==> config.mk <==
export PLATFORM = sky130hd
export DESIGN_NAME = flit_cmp_encoder
export DESIGN_NICKNAME = d
export VERILOG_FILES = /design/src/rtl/flit_cmp_pkg.sv /design/src/rtl/flit_cmp_table.sv /design/src/rtl/flit_cmp_packer.sv /design/src/rtl/flit_cmp_encoder.sv
export SDC_FILE = /design/constraint.sdc
export NUM_CORES = 2
export LEC_CHECK = 0
export BUFFER_PORTS_ARGS = -buffer_cell sky130_fd_sc_hd__buf_2
export CAP_MARGIN = 20
export CORE_MARGIN = 1
export CORE_UTILIZATION = 50
export CTS_CLUSTER_DIAMETER = 100
export CTS_CLUSTER_SIZE = 24
export DETAILED_ROUTE_END_ITERATION = 6
export PLACE_DENSITY = 0.66
export SLEW_MARGIN = 25
export SYNTH_ARGS = -nofsm -noshare
export SYNTH_HDL_FRONTEND = slang
export SYNTH_SLANG_ARGS = --single-unit
export TNS_END_PERCENT = 10
==> constraint.sdc <==
create_clock -name clk -period 3.8 [get_ports clk]
set_input_delay 0.38 -clock clk [delete_from_list [all_inputs] [get_ports clk]]
set_output_delay 0.38 -clock clk [all_outputs]
set_load 0.01 [all_outputs]
==> src/rtl/flit_cmp_pkg.sv <==
package flit_cmp_pkg;
    localparam int DEF_PES     = 16;
    localparam int DEF_ENTRIES = 8;
    localparam int DEF_FLIT_W  = 64;
    localparam int DEF_IDX_W   = 3;
    localparam int DEF_SEQ_W   = 4;
    localparam int DEF_MAX_PAY = 8;

    typedef enum logic {
        OP_INSERT = 1'b0,
        OP_INVAL  = 1'b1
    } cmd_op_e;
endpackage

==> src/rtl/flit_cmp_table.sv <==
module flit_cmp_table
    import flit_cmp_pkg::*;
#(
    parameter int NUM_PE  = DEF_PES,
    parameter int ENTRIES = DEF_ENTRIES,
    parameter int FLIT_W  = DEF_FLIT_W,
    parameter int IDX_W   = DEF_IDX_W,
    parameter int PE_W    = $clog2(NUM_PE),
    parameter int ENT_W   = $clog2(ENTRIES)
) (
    input  logic                clk,
    input  logic                rst_n,
    input  logic                cmd_valid,
    input  logic                cmd_op,
    input  logic [PE_W-1:0]     cmd_pe,
    input  logic [FLIT_W-1:0]   cmd_value,
    input  logic [IDX_W-1:0]    cmd_index,
    output logic                ack_valid,
    output logic [PE_W-1:0]     ack_pe,
    input  logic [FLIT_W-1:0]   lk_value,
    output logic [ENTRIES-1:0]  lk_match,
    input  logic [ENTRIES-1:0]  rs_match,
    input  logic [PE_W-1:0]     rs_dest,
    output logic                rs_hit,
    output logic [IDX_W-1:0]    rs_idx
);
    typedef struct packed {
        logic [ENTRIES-1:0][FLIT_W-1:0]            val;
        logic [ENTRIES-1:0][NUM_PE-1:0]            iv;
        logic [ENTRIES-1:0][NUM_PE-1:0][IDX_W-1:0] idx;
        logic                                      ack;
        logic [PE_W-1:0]                           ack_pe;
    } tbl_t;

    tbl_t               st_q, st_d;
    logic [ENTRIES-1:0] used;
    logic [ENTRIES-1:0] cmd_hit;
    logic               free_ok;
    logic [ENT_W-1:0]   free_e;

    // an entry is in use while any receiver still publishes an index for it
    always_comb begin
        for (int e = 0; e < ENTRIES; e++) begin
            used[e]     = |st_q.iv[e];
            cmd_hit[e]  = used[e] && (st_q.val[e] == cmd_value);
            lk_match[e] = used[e] && (st_q.val[e] == lk_value);
        end
        free_ok = 1'b0;
        free_e  = '0;
        for (int e = ENTRIES - 1; e >= 0; e--) begin
            if (!used[e]) begin
                free_ok = 1'b1;
                free_e  = ENT_W'(e);
            end
        end
    end

    always_comb begin
        st_d     = st_q;
        st_d.ack = 1'b0;
        if (cmd_valid) begin
            if (cmd_op_e'(cmd_op) == OP_INSERT) begin
                if (|cmd_hit) begin
                    for (int e = 0; e < ENTRIES; e++) begin
                        if (cmd_hit[e]) begin
                            st_d.iv[e][cmd_pe]  = 1'b1;
                            st_d.idx[e][cmd_pe] = cmd_index;
                        end
                    end
                end else if (free_ok) begin
                    st_d.val[free_e]         = cmd_value;
                    st_d.iv[free_e][cmd_pe]  = 1'b1;
                    st_d.idx[free_e][cmd_pe] = cmd_index;
                end
            end else begin
                for (int e = 0; e < ENTRIES; e++) begin
                    if (cmd_hit[e]) begin
                        st_d.iv[e][cmd_pe] = 1'b0;
                    end
                end
                st_d.ack    = 1'b1;
                st_d.ack_pe = cmd_pe;
            end
        end
    end

    always_ff @(posedge clk) begin
        if (!rst_n) begin
            st_q <= '0;
        end else begin
            st_q <= st_d;
        end
    end

    // second lookup stage: gate the registered CAM match by the destination element
    always_comb begin
        rs_hit = 1'b0;
        rs_idx = '0;
        for (int e = 0; e < ENTRIES; e++) begin
            if (rs_match[e] && st_q.iv[e][rs_dest]) begin
                rs_hit = 1'b1;
                rs_idx = rs_idx | st_q.idx[e][rs_dest];
            end
        end
    end

    assign ack_valid = st_q.ack;
    assign ack_pe    = st_q.ack_pe;

    AST_CAM_UNIQUE: assert property (@(posedge clk) disable iff (!rst_n)
        $onehot0(lk_match));
    AST_INV_ACK: assert property (@(posedge clk) disable iff (!rst_n)
        (cmd_valid && cmd_op == OP_INVAL) |=> (ack_valid && ack_pe == $past(cmd_pe)));
    AST_QUIET_TABLE: assert property (@(posedge clk) disable iff (!rst_n)
        !cmd_valid |=> ($stable(st_q.val) && $stable(st_q.iv) && $stable(st_q.idx)));
endmodule

==> src/rtl/flit_cmp_packer.sv <==
module flit_cmp_packer
    import flit_cmp_pkg::*;
#(
    parameter int FLIT_W  = DEF_FLIT_W,
    parameter int IDX_W   = DEF_IDX_W,
    parameter int SEQ_W   = DEF_SEQ_W,
    parameter int MAX_PAY = DEF_MAX_PAY,
    parameter int PAIR_W  = IDX_W + SEQ_W,
    parameter int CNT_W   = $clog2(MAX_PAY + 1)
) (
    input  logic              clk,
    input  logic              rst_n,
    input  logic              s2_v,
    input  logic              s2_head,
    input  logic              s2_last,
    input  logic              s2_hit,
    input  logic [SEQ_W-1:0]  s2_seq,
    input  logic [IDX_W-1:0]  s2_idx,
    input  logic [FLIT_W-1:0] s2_data,
    output logic              take_o,
    input  logic              out_ready,
    output logic              out_valid,
    output logic [FLIT_W-1:0] out_data,
    output logic              out_last,
    output logic              out_enc
);
    localparam int PACK_W = PAIR_W * MAX_PAY;

    typedef struct packed {
        logic              ov;
        logic              olast;
        logic              oenc;
        logic [FLIT_W-1:0] odata;
        logic              pend;
        logic [CNT_W-1:0]  cnt;
        logic [PACK_W-1:0] pairs;
    } pk_t;

    pk_t               st_q, st_d;
    logic              adv;
    logic [PACK_W-1:0] new_pairs;
    logic [CNT_W-1:0]  new_cnt;

    function automatic logic [FLIT_W-1:0] pack_word(input logic [CNT_W-1:0] c,
                                                     input logic [PACK_W-1:0] p);
        logic [FLIT_W-1:0] w;
        w = '0;
        w[FLIT_W-1 -: CNT_W] = c;
        w[PACK_W-1:0]        = p;
        return w;
    endfunction

    always_comb begin
        adv    = !st_q.ov || out_ready;
        take_o = adv && !st_q.pend;

        new_pairs = st_q.pairs;
        for (int k = 0; k < MAX_PAY; k++) begin
            if (st_q.cnt == CNT_W'(k)) begin
                new_pairs[k*PAIR_W +: PAIR_W] = {s2_seq, s2_idx};
            end
        end
        new_cnt = st_q.cnt + CNT_W'(1);

        st_d = st_q;
        if (adv) begin
            st_d.ov = 1'b0;
        end
        if (st_q.pend && adv) begin
            // second flit owed by a raw last flit: emit the packed indices
            st_d.ov    = 1'b1;
            st_d.odata = pack_word(st_q.cnt, st_q.pairs);
            st_d.olast = 1'b1;
            st_d.oenc  = 1'b1;
            st_d.pend  = 1'b0;
            st_d.cnt   = '0;
            st_d.pairs = '0;
        end else if (take_o && s2_v) begin
            if (s2_head) begin
                st_d.ov    = 1'b1;
                st_d.odata = s2_data;
                st_d.olast = s2_last;
                st_d.oenc  = 1'b0;
                st_d.cnt   = '0;
                st_d.pairs = '0;
            end else if (s2_hit) begin
                if (s2_last) begin
                    st_d.ov    = 1'b1;
                    st_d.odata = pack_word(new_cnt, new_pairs);
                    st_d.olast = 1'b1;
                    st_d.oenc  = 1'b1;
                    st_d.cnt   = '0;
                    st_d.pairs = '0;
                end else begin
                    st_d.cnt   = new_cnt;
                    st_d.pairs = new_pairs;
                end
            end else begin
                st_d.ov    = 1'b1;
                st_d.odata = s2_data;
                st_d.oenc  = 1'b0;
                st_d.olast = s2_last && (st_q.cnt == '0);
                st_d.pend  = s2_last && (st_q.cnt != '0);
            end
        end
    end

    always_ff @(posedge clk) begin
        if (!rst_n) begin
            st_q <= '0;
        end else begin
            st_q <= st_d;
        end
    end

    assign out_valid = st_q.ov;
    assign out_data  = st_q.odata;
    assign out_last  = st_q.olast;
    assign out_enc   = st_q.oenc;

    AST_OUT_HOLD: assert property (@(posedge clk) disable iff (!rst_n)
        (out_valid && !out_ready) |=> (out_valid && $stable(out_data)
                                       && $stable(out_last) && $stable(out_enc)));
    AST_PACK_IS_TAIL: assert property (@(posedge clk) disable iff (!rst_n)
        (out_valid && out_enc) |-> out_last);
    AST_PACK_NONEMPTY: assert property (@(posedge clk) disable iff (!rst_n)
        (out_valid && out_enc) |-> (out_data[FLIT_W-1 -: CNT_W] != '0));
endmodule

==> src/rtl/flit_cmp_encoder.sv <==
module flit_cmp_encoder
    import flit_cmp_pkg::*;
#(
    parameter int NUM_PE  = DEF_PES,
    parameter int ENTRIES = DEF_ENTRIES,
    parameter int FLIT_W  = DEF_FLIT_W,
    parameter int IDX_W   = DEF_IDX_W,
    parameter int SEQ_W   = DEF_SEQ_W,
    parameter int MAX_PAY = DEF_MAX_PAY,
    parameter int PE_W    = $clog2(NUM_PE)
) (
    input  logic              clk,
    input  logic              rst_n,
    input  logic              in_valid,
    output logic              in_ready,
    input  logic [FLIT_W-1:0] in_data,
    input  logic              in_last,
    input  logic [PE_W-1:0]   in_dest,
    input  logic              in_comp_en,
    output logic              out_valid,
    input  logic              out_ready,
    output logic [FLIT_W-1:0] out_data,
    output logic              out_last,
    output logic              out_enc,
    input  logic              cmd_valid,
    input  logic              cmd_op,
    input  logic [PE_W-1:0]   cmd_pe,
    input  logic [FLIT_W-1:0] cmd_value,
    input  logic [IDX_W-1:0]  cmd_index,
    output logic              ack_valid,
    output logic [PE_W-1:0]   ack_pe
);
    typedef struct packed {
        logic              v;
        logic              head;
        logic              last;
        logic              en;
        logic [PE_W-1:0]   dest;
        logic [SEQ_W-1:0]  seq;
        logic [FLIT_W-1:0] data;
    } s1_t;

    typedef struct packed {
        logic              v;
        logic              head;
        logic              last;
        logic              hit;
        logic [IDX_W-1:0]  idx;
        logic [SEQ_W-1:0]  seq;
        logic [FLIT_W-1:0] data;
    } s2_t;

    typedef struct packed {
        s1_t                s1;
        logic [ENTRIES-1:0] m1;
        s2_t                s2;
        logic               at_head;
        logic               en;
        logic [PE_W-1:0]    dest;
        logic [SEQ_W-1:0]   seq;
    } top_t;

    top_t               st_q, st_d;
    logic               move;
    logic [ENTRIES-1:0] lk_match;
    logic               rs_hit;
    logic [IDX_W-1:0]   rs_idx;

    flit_cmp_table #(
        .NUM_PE (NUM_PE),
        .ENTRIES(ENTRIES),
        .FLIT_W (FLIT_W),
        .IDX_W  (IDX_W)
    ) i_table (
        .clk      (clk),
        .rst_n    (rst_n),
        .cmd_valid(cmd_valid),
        .cmd_op   (cmd_op),
        .cmd_pe   (cmd_pe),
        .cmd_value(cmd_value),
        .cmd_index(cmd_index),
        .ack_valid(ack_valid),
        .ack_pe   (ack_pe),
        .lk_value (in_data),
        .lk_match (lk_match),
        .rs_match (st_q.m1),
        .rs_dest  (st_q.s1.dest),
        .rs_hit   (rs_hit),
        .rs_idx   (rs_idx)
    );

    flit_cmp_packer #(
        .FLIT_W (FLIT_W),
        .IDX_W  (IDX_W),
        .SEQ_W  (SEQ_W),
        .MAX_PAY(MAX_PAY)
    ) i_packer (
        .clk      (clk),
        .rst_n    (rst_n),
        .s2_v     (st_q.s2.v),
        .s2_head  (st_q.s2.head),
        .s2_last  (st_q.s2.last),
        .s2_hit   (st_q.s2.hit),
        .s2_seq   (st_q.s2.seq),
        .s2_idx   (st_q.s2.idx),
        .s2_data  (st_q.s2.data),
        .take_o   (move),
        .out_ready(out_ready),
        .out_valid(out_valid),
        .out_data (out_data),
        .out_last (out_last),
        .out_enc  (out_enc)
    );

    always_comb begin
        st_d = st_q;
        if (move) begin
            // stage 1: capture flit with packet context and the CAM match
            st_d.s1.v    = in_valid;
            st_d.s1.head = st_q.at_head;
            st_d.s1.last = in_last;
            st_d.s1.data = in_data;
            st_d.s1.en   = st_q.at_head ? in_comp_en : st_q.en;
            st_d.s1.dest = st_q.at_head ? in_dest    : st_q.dest;
            st_d.s1.seq  = st_q.at_head ? '0         : st_q.seq;
            st_d.m1      = lk_match;
            if (in_valid) begin
                st_d.at_head = in_last;
                if (st_q.at_head) begin
                    st_d.en   = in_comp_en;
                    st_d.dest = in_dest;
                    st_d.seq  = '0;
                end else begin
                    st_d.seq  = st_q.seq + SEQ_W'(1);
                end
            end
            // stage 2: destination-gated hit; the head never qualifies
            st_d.s2.v    = st_q.s1.v;
            st_d.s2.head = st_q.s1.head;
            st_d.s2.last = st_q.s1.last;
            st_d.s2.seq  = st_q.s1.seq;
            st_d.s2.data = st_q.s1.data;
            st_d.s2.hit  = st_q.s1.v && !st_q.s1.head && st_q.s1.en && rs_hit;
            st_d.s2.idx  = rs_idx;
        end
    end

    always_ff @(posedge clk) begin
        if (!rst_n) begin
            st_q         <= '0;
            st_q.at_head <= 1'b1;
        end else begin
            st_q <= st_d;
        end
    end

    assign in_ready = move;

    AST_RESET_IDLE: assert property (@(posedge clk)
        !rst_n |=> (!out_valid && !ack_valid));
endmodule

==> flow_metrics.env <==
export IMPL_p_per_area_nw_per_um2=348.6
export IMPL_worst_path_buf_inv=1
export IMPL_final_cells=9901
export IMPL_netlist_area_um2=69480
export IMPL_root_buffer="clkbuf_16"
export IMPL_grt_total_usage_pct=42.66
export IMPL_fmax_mhz=269.5
export IMPL_cts_tree="done"
export IMPL_die_x_um=374.8
export IMPL_cts_path_max_buffers=3
export IMPL_dieArea_um2=140500
export IMPL_met2_usage_pct=60.79
export IMPL_hold_class="in -> reg"
export IMPL_port_buffers=219
export IMPL_antenna_found_initial=18
export IMPL_synthAdderAreaFrac_pct=0.09004
export IMPL_die_height_um=374.8
export IMPL_synth_nets=8297
export IMPL_synth_async_reset_ratio_pct=0
export IMPL_synth_main_ff_cell="dfxtp_1"
export IMPL_area_growth_pct=9.814
export IMPL_yosys_area_share_simple_pct=20.00
export IMPL_grt_pass1_vias=60020
export IMPL_synth_edf_count=0
export IMPL_dr_pass1_iters=7
export IMPL_io_pins=220
export IMPL_cp_top_family="simple AND/OR/NAND/NOR gates"
export IMPL_start_kind="flip-flop"
export IMPL_htree_levels=3
export IMPL_first_iter_violations=10540
export IMPL_grt_pass1_wl_um=437900
export IMPL_cts_sinks=1326
export IMPL_ys_ff_latch=1326
export IMPL_violations="DRC"
export IMPL_arrival_ns=4.31
export IMPL_ant_nets=0
export IMPL_vias=66120
export IMPL_grt_busiest_layer="met2"
export IMPL_crit_fanout=34
export IMPL_fillerInstances=12640
export IMPL_setup_ws_ns=0.08968
export IMPL_status="finished, violations left"
export IMPL_layout_drive_gt1_share_pct=13.48
export IMPL_wirelength_um=310200
export IMPL_core_area_um2=137700
export IMPL_vias_per_cell=6.678
export IMPL_grtUsageMet1_pct=58.95
export IMPL_skew_ns=0.03793
export IMPL_endpoint_kind="flip-flop"
export IMPL_ys_warn_count=0
export IMPL_fin_crit_ns=3.710
export IMPL_drc_errors=7
export IMPL_clk_pin_slew_ns=0.10
export IMPL_slew_violations=0
export IMPL_syn_inst=8145
export IMPL_synth_xor_area_share_pct=12.91
export IMPL_crit_required_ns=4.40
export IMPL_grt_max_degree=204
export IMPL_leakagePower_nw=26.84
export IMPL_max_slew_worst_pin_slew_ns=1.150
export IMPL_synth_top_family_by_area="simple AND/OR/NAND/NOR gates"
export IMPL_post_place_ws_ns=-0.1653
export IMPL_crit_type="reg -> reg"
export IMPL_ys_seq_area_share_pct=38.21
export IMPL_routedWlPerCell_um=31.33
export IMPL_max_cap_viol_count=0
export IMPL_dpl_hpwl_um=218900
export IMPL_worst_path_max_delay_cell="a2111oi_2"
export IMPL_timing_setup_tns_ns=0
export IMPL_crit_top_cell="nor4_1"
export IMPL_synth_cell_types=72
export IMPL_cts_buffers=67
export IMPL_finalSetupViolations=0
export IMPL_rsz0062_at_grt="true"
export IMPL_crit_chain="nor4_1 -> and4_2 -> nor4_1 -> and4_1 -> a2111oi_2 -> and3_4 -> buf_12 -> mux2i_1 -> nor2_1"
export IMPL_relSlewSlack_pct=23.35
export IMPL_synth_compound_area_share_pct=13.00
export IMPL_fin_crit_sh_pct=97.64
export IMPL_use_met3_pct=11.25
export IMPL_muxShareOfSynthArea_pct=9.825
export IMPL_start_util_pct=50.47
export IMPL_finalPower_mw=26.60
export IMPL_clk_latency_ns=0.73
export IMPL_num_rows=136
export IMPL_gp_congestion=1.080
export IMPL_hold_viol_final=0
export IMPL_ir_drop_mv=0.3241
export IMPL_final_net_count=8232
export IMPL_place_inst=9797
export IMPL_avgSynthCellArea_um2=8.530
export IMPL_cpPeakStageDelay_ns=0.73
export IMPL_grt_overflow=0
[through the flow]
step           instance area, µm²  util, %  hold WS (ns)
2_1_floorplan               69480        -        0.4315
3_3_place_gp                74220    53.91        0.4365
3_5_place_dp                74220    53.91        0.4410
4_1_cts                     76270    55.40       0.01210
5_1_grt                     76280    55.41       0.04380
6_report                    76300    55.43       0.04494
[power breakdown]
| group | switching, mW | internal [mW] | total (mW) |
|---|---|---|---|
| clock network | 5.08 | 3.57 | 8.65 |
| logic | 2.54 | 1.14 | 3.68 |
| registers | 0.198 | 14.1 | 14.3 |
| total | 7.81 | 18.8 | 26.6 |
[path summary, 6_finish.rpt]
kind | startpoint | to | slack, ns | cells after the start
worst max register to register | i_table.st_q[431]$_SDFFE_PN0P_ | i_table.st_q[682]$_SDFFE_PN0P_ | 0.09 | 9
worst min register to register | st_q[100]$_SDFFE_PN0P_ | st_q[17]$_SDFFE_PN0P_ | 0.45 | 2
worst min-delay path | cmd_value[40] | i_table.st_q[1005]$_SDFFE_PN0P_ | 0.04 | 3
worst max-delay path | i_table.st_q[431]$_SDFFE_PN0P_ | i_table.st_q[682]$_SDFFE_PN0P_ | 0.09 | 9
[sequential cells by signal, summed over array words and instances, names as in the netlist]
register and flops:
i_packer.out_data 64, i_packer.out_enc 1, i_packer.out_last 1, i_packer.out_valid 1, i_packer.st_q 61, i_table.ack_pe 4
i_table.ack_valid 1, i_table.st_q 1024, st_q 169
[repair_timing]
action / in CTS / in global routing
cloned: 0 / 0
endpoints found under the setup margin: 40 / 282
buffers inserted: 0 / 1
hold buffers: 7 / 0
endpoints found under the hold margin: 7 / 0
pin swaps: 0 / 1
resized for setup: 1 / 1
[area by class of cell]
type	instances	area, µm²	area share (%)
timing repair buffer	731	6456	8.462
tap	1794	2245	2.942
multi-input combinational	5943	38990	51.11
inverter	11	53.80	0.07051
antenna	9	22.52	0.02952
clock inverter	13	183.9	0.2411
clock buffer	74	1787	2.342
sequential	1326	26560	34.81
[synthesized netlist by cell type, types with 5 or more instances]
cell | count | area share, %
nand2_1 | 1331 | 7.2
or3_1 | 5 | 0.045
nor2b_1 | 8 | 0.072
nor2_1 | 565 | 3.1
and4_1 | 14 | 0.18
o21ai_0 | 213 | 1.5
a21oi_1 | 633 | 4.6
inv_1 | 10 | 0.054
o21ai_1 | 43 | 0.31
mux4_2 | 160 | 5.2
nand3_2 | 6 | 0.086
nand2b_1 | 8 | 0.072
mux2i_1 | 322 | 4.6
dfxtp_1 | 1326 | 38
ha_1 | 5 | 0.090
o221a_2 | 32 | 0.52
a32oi_1 | 103 | 1.3
xnor2_1 | 419 | 5.3
a222oi_1 | 48 | 0.69
o311ai_0 | 52 | 0.66
or4_1 | 10 | 0.11
nand4b_1 | 6 | 0.076
xor2_1 | 605 | 7.6
nor4_2 | 6 | 0.11
and2_1 | 25 | 0.23
nor4_1 | 259 | 2.3
buf_4 | 86 | 0.93
buf_6 | 36 | 0.58
nor2_4 | 10 | 0.16
nand4_1 | 259 | 2.3
a211oi_1 | 21 | 0.23
nand3_1 | 305 | 2.2
clkbuf_1 | 496 | 2.7
nor4b_1 | 9 | 0.11
o311ai_1 | 44 | 0.55
buf_2 | 206 | 1.5
and3_1 | 14 | 0.13
a31oi_1 | 5 | 0.045
o211ai_1 | 32 | 0.35
nor3_1 | 157 | 1.1
a22oi_1 | 70 | 0.76
buf_1 | 38 | 0.21
a2bb2oi_1 | 90 | 1.1
[metal layers]
layer	up-vias	part of all wire, %
li1	28460	-
met1	32350	40
met2	4461	41
met3	833	13
met4	18	5.9
met5	-	0.040
[cells in the final DEF (no fill, tap or decap), types with 43 or more instances in the layout]
cell type,instances
nand2_1,1328
dfxtp_1,1320
a21oi_1,633
xor2_1,605
nor2_1,554
xnor2_1,419
buf_4,386
mux2i_1,322
nand3_1,303
nand4_1,259
nor4_1,255
buf_2,218
o21ai_0,213
mux4_2,160
nor3_1,151
buf_12,119
a32oi_1,103
a2bb2oi_1,90
a22oi_1,70
clkbuf_16,70
o311ai_0,52
a222oi_1,48
o311ai_1,44
o21ai_1,43
[kinds of logic after synthesis]
family | count (synthesis)
AND/OR/NAND/NOR | 3027
AO/OA/AOI/OAI | 1405
flip-flops | 1326
XOR/XNOR | 1024
buffers and inverters | 876
multiplexers | 482
adder cells (fa/ha/maj) | 5
[worst register-to-register path: cells and delay by family, from the launching register on]
family                 cells  cell delay [ns]
AND/OR/NAND/NOR            6             1.93
flip-flops                 1             0.34
buffers and inverters      1             0.30
AO/OA/AOI/OAI              1             0.74
multiplexers               1             0.29
Note: power is estimated with default switching activity, not from simulation.
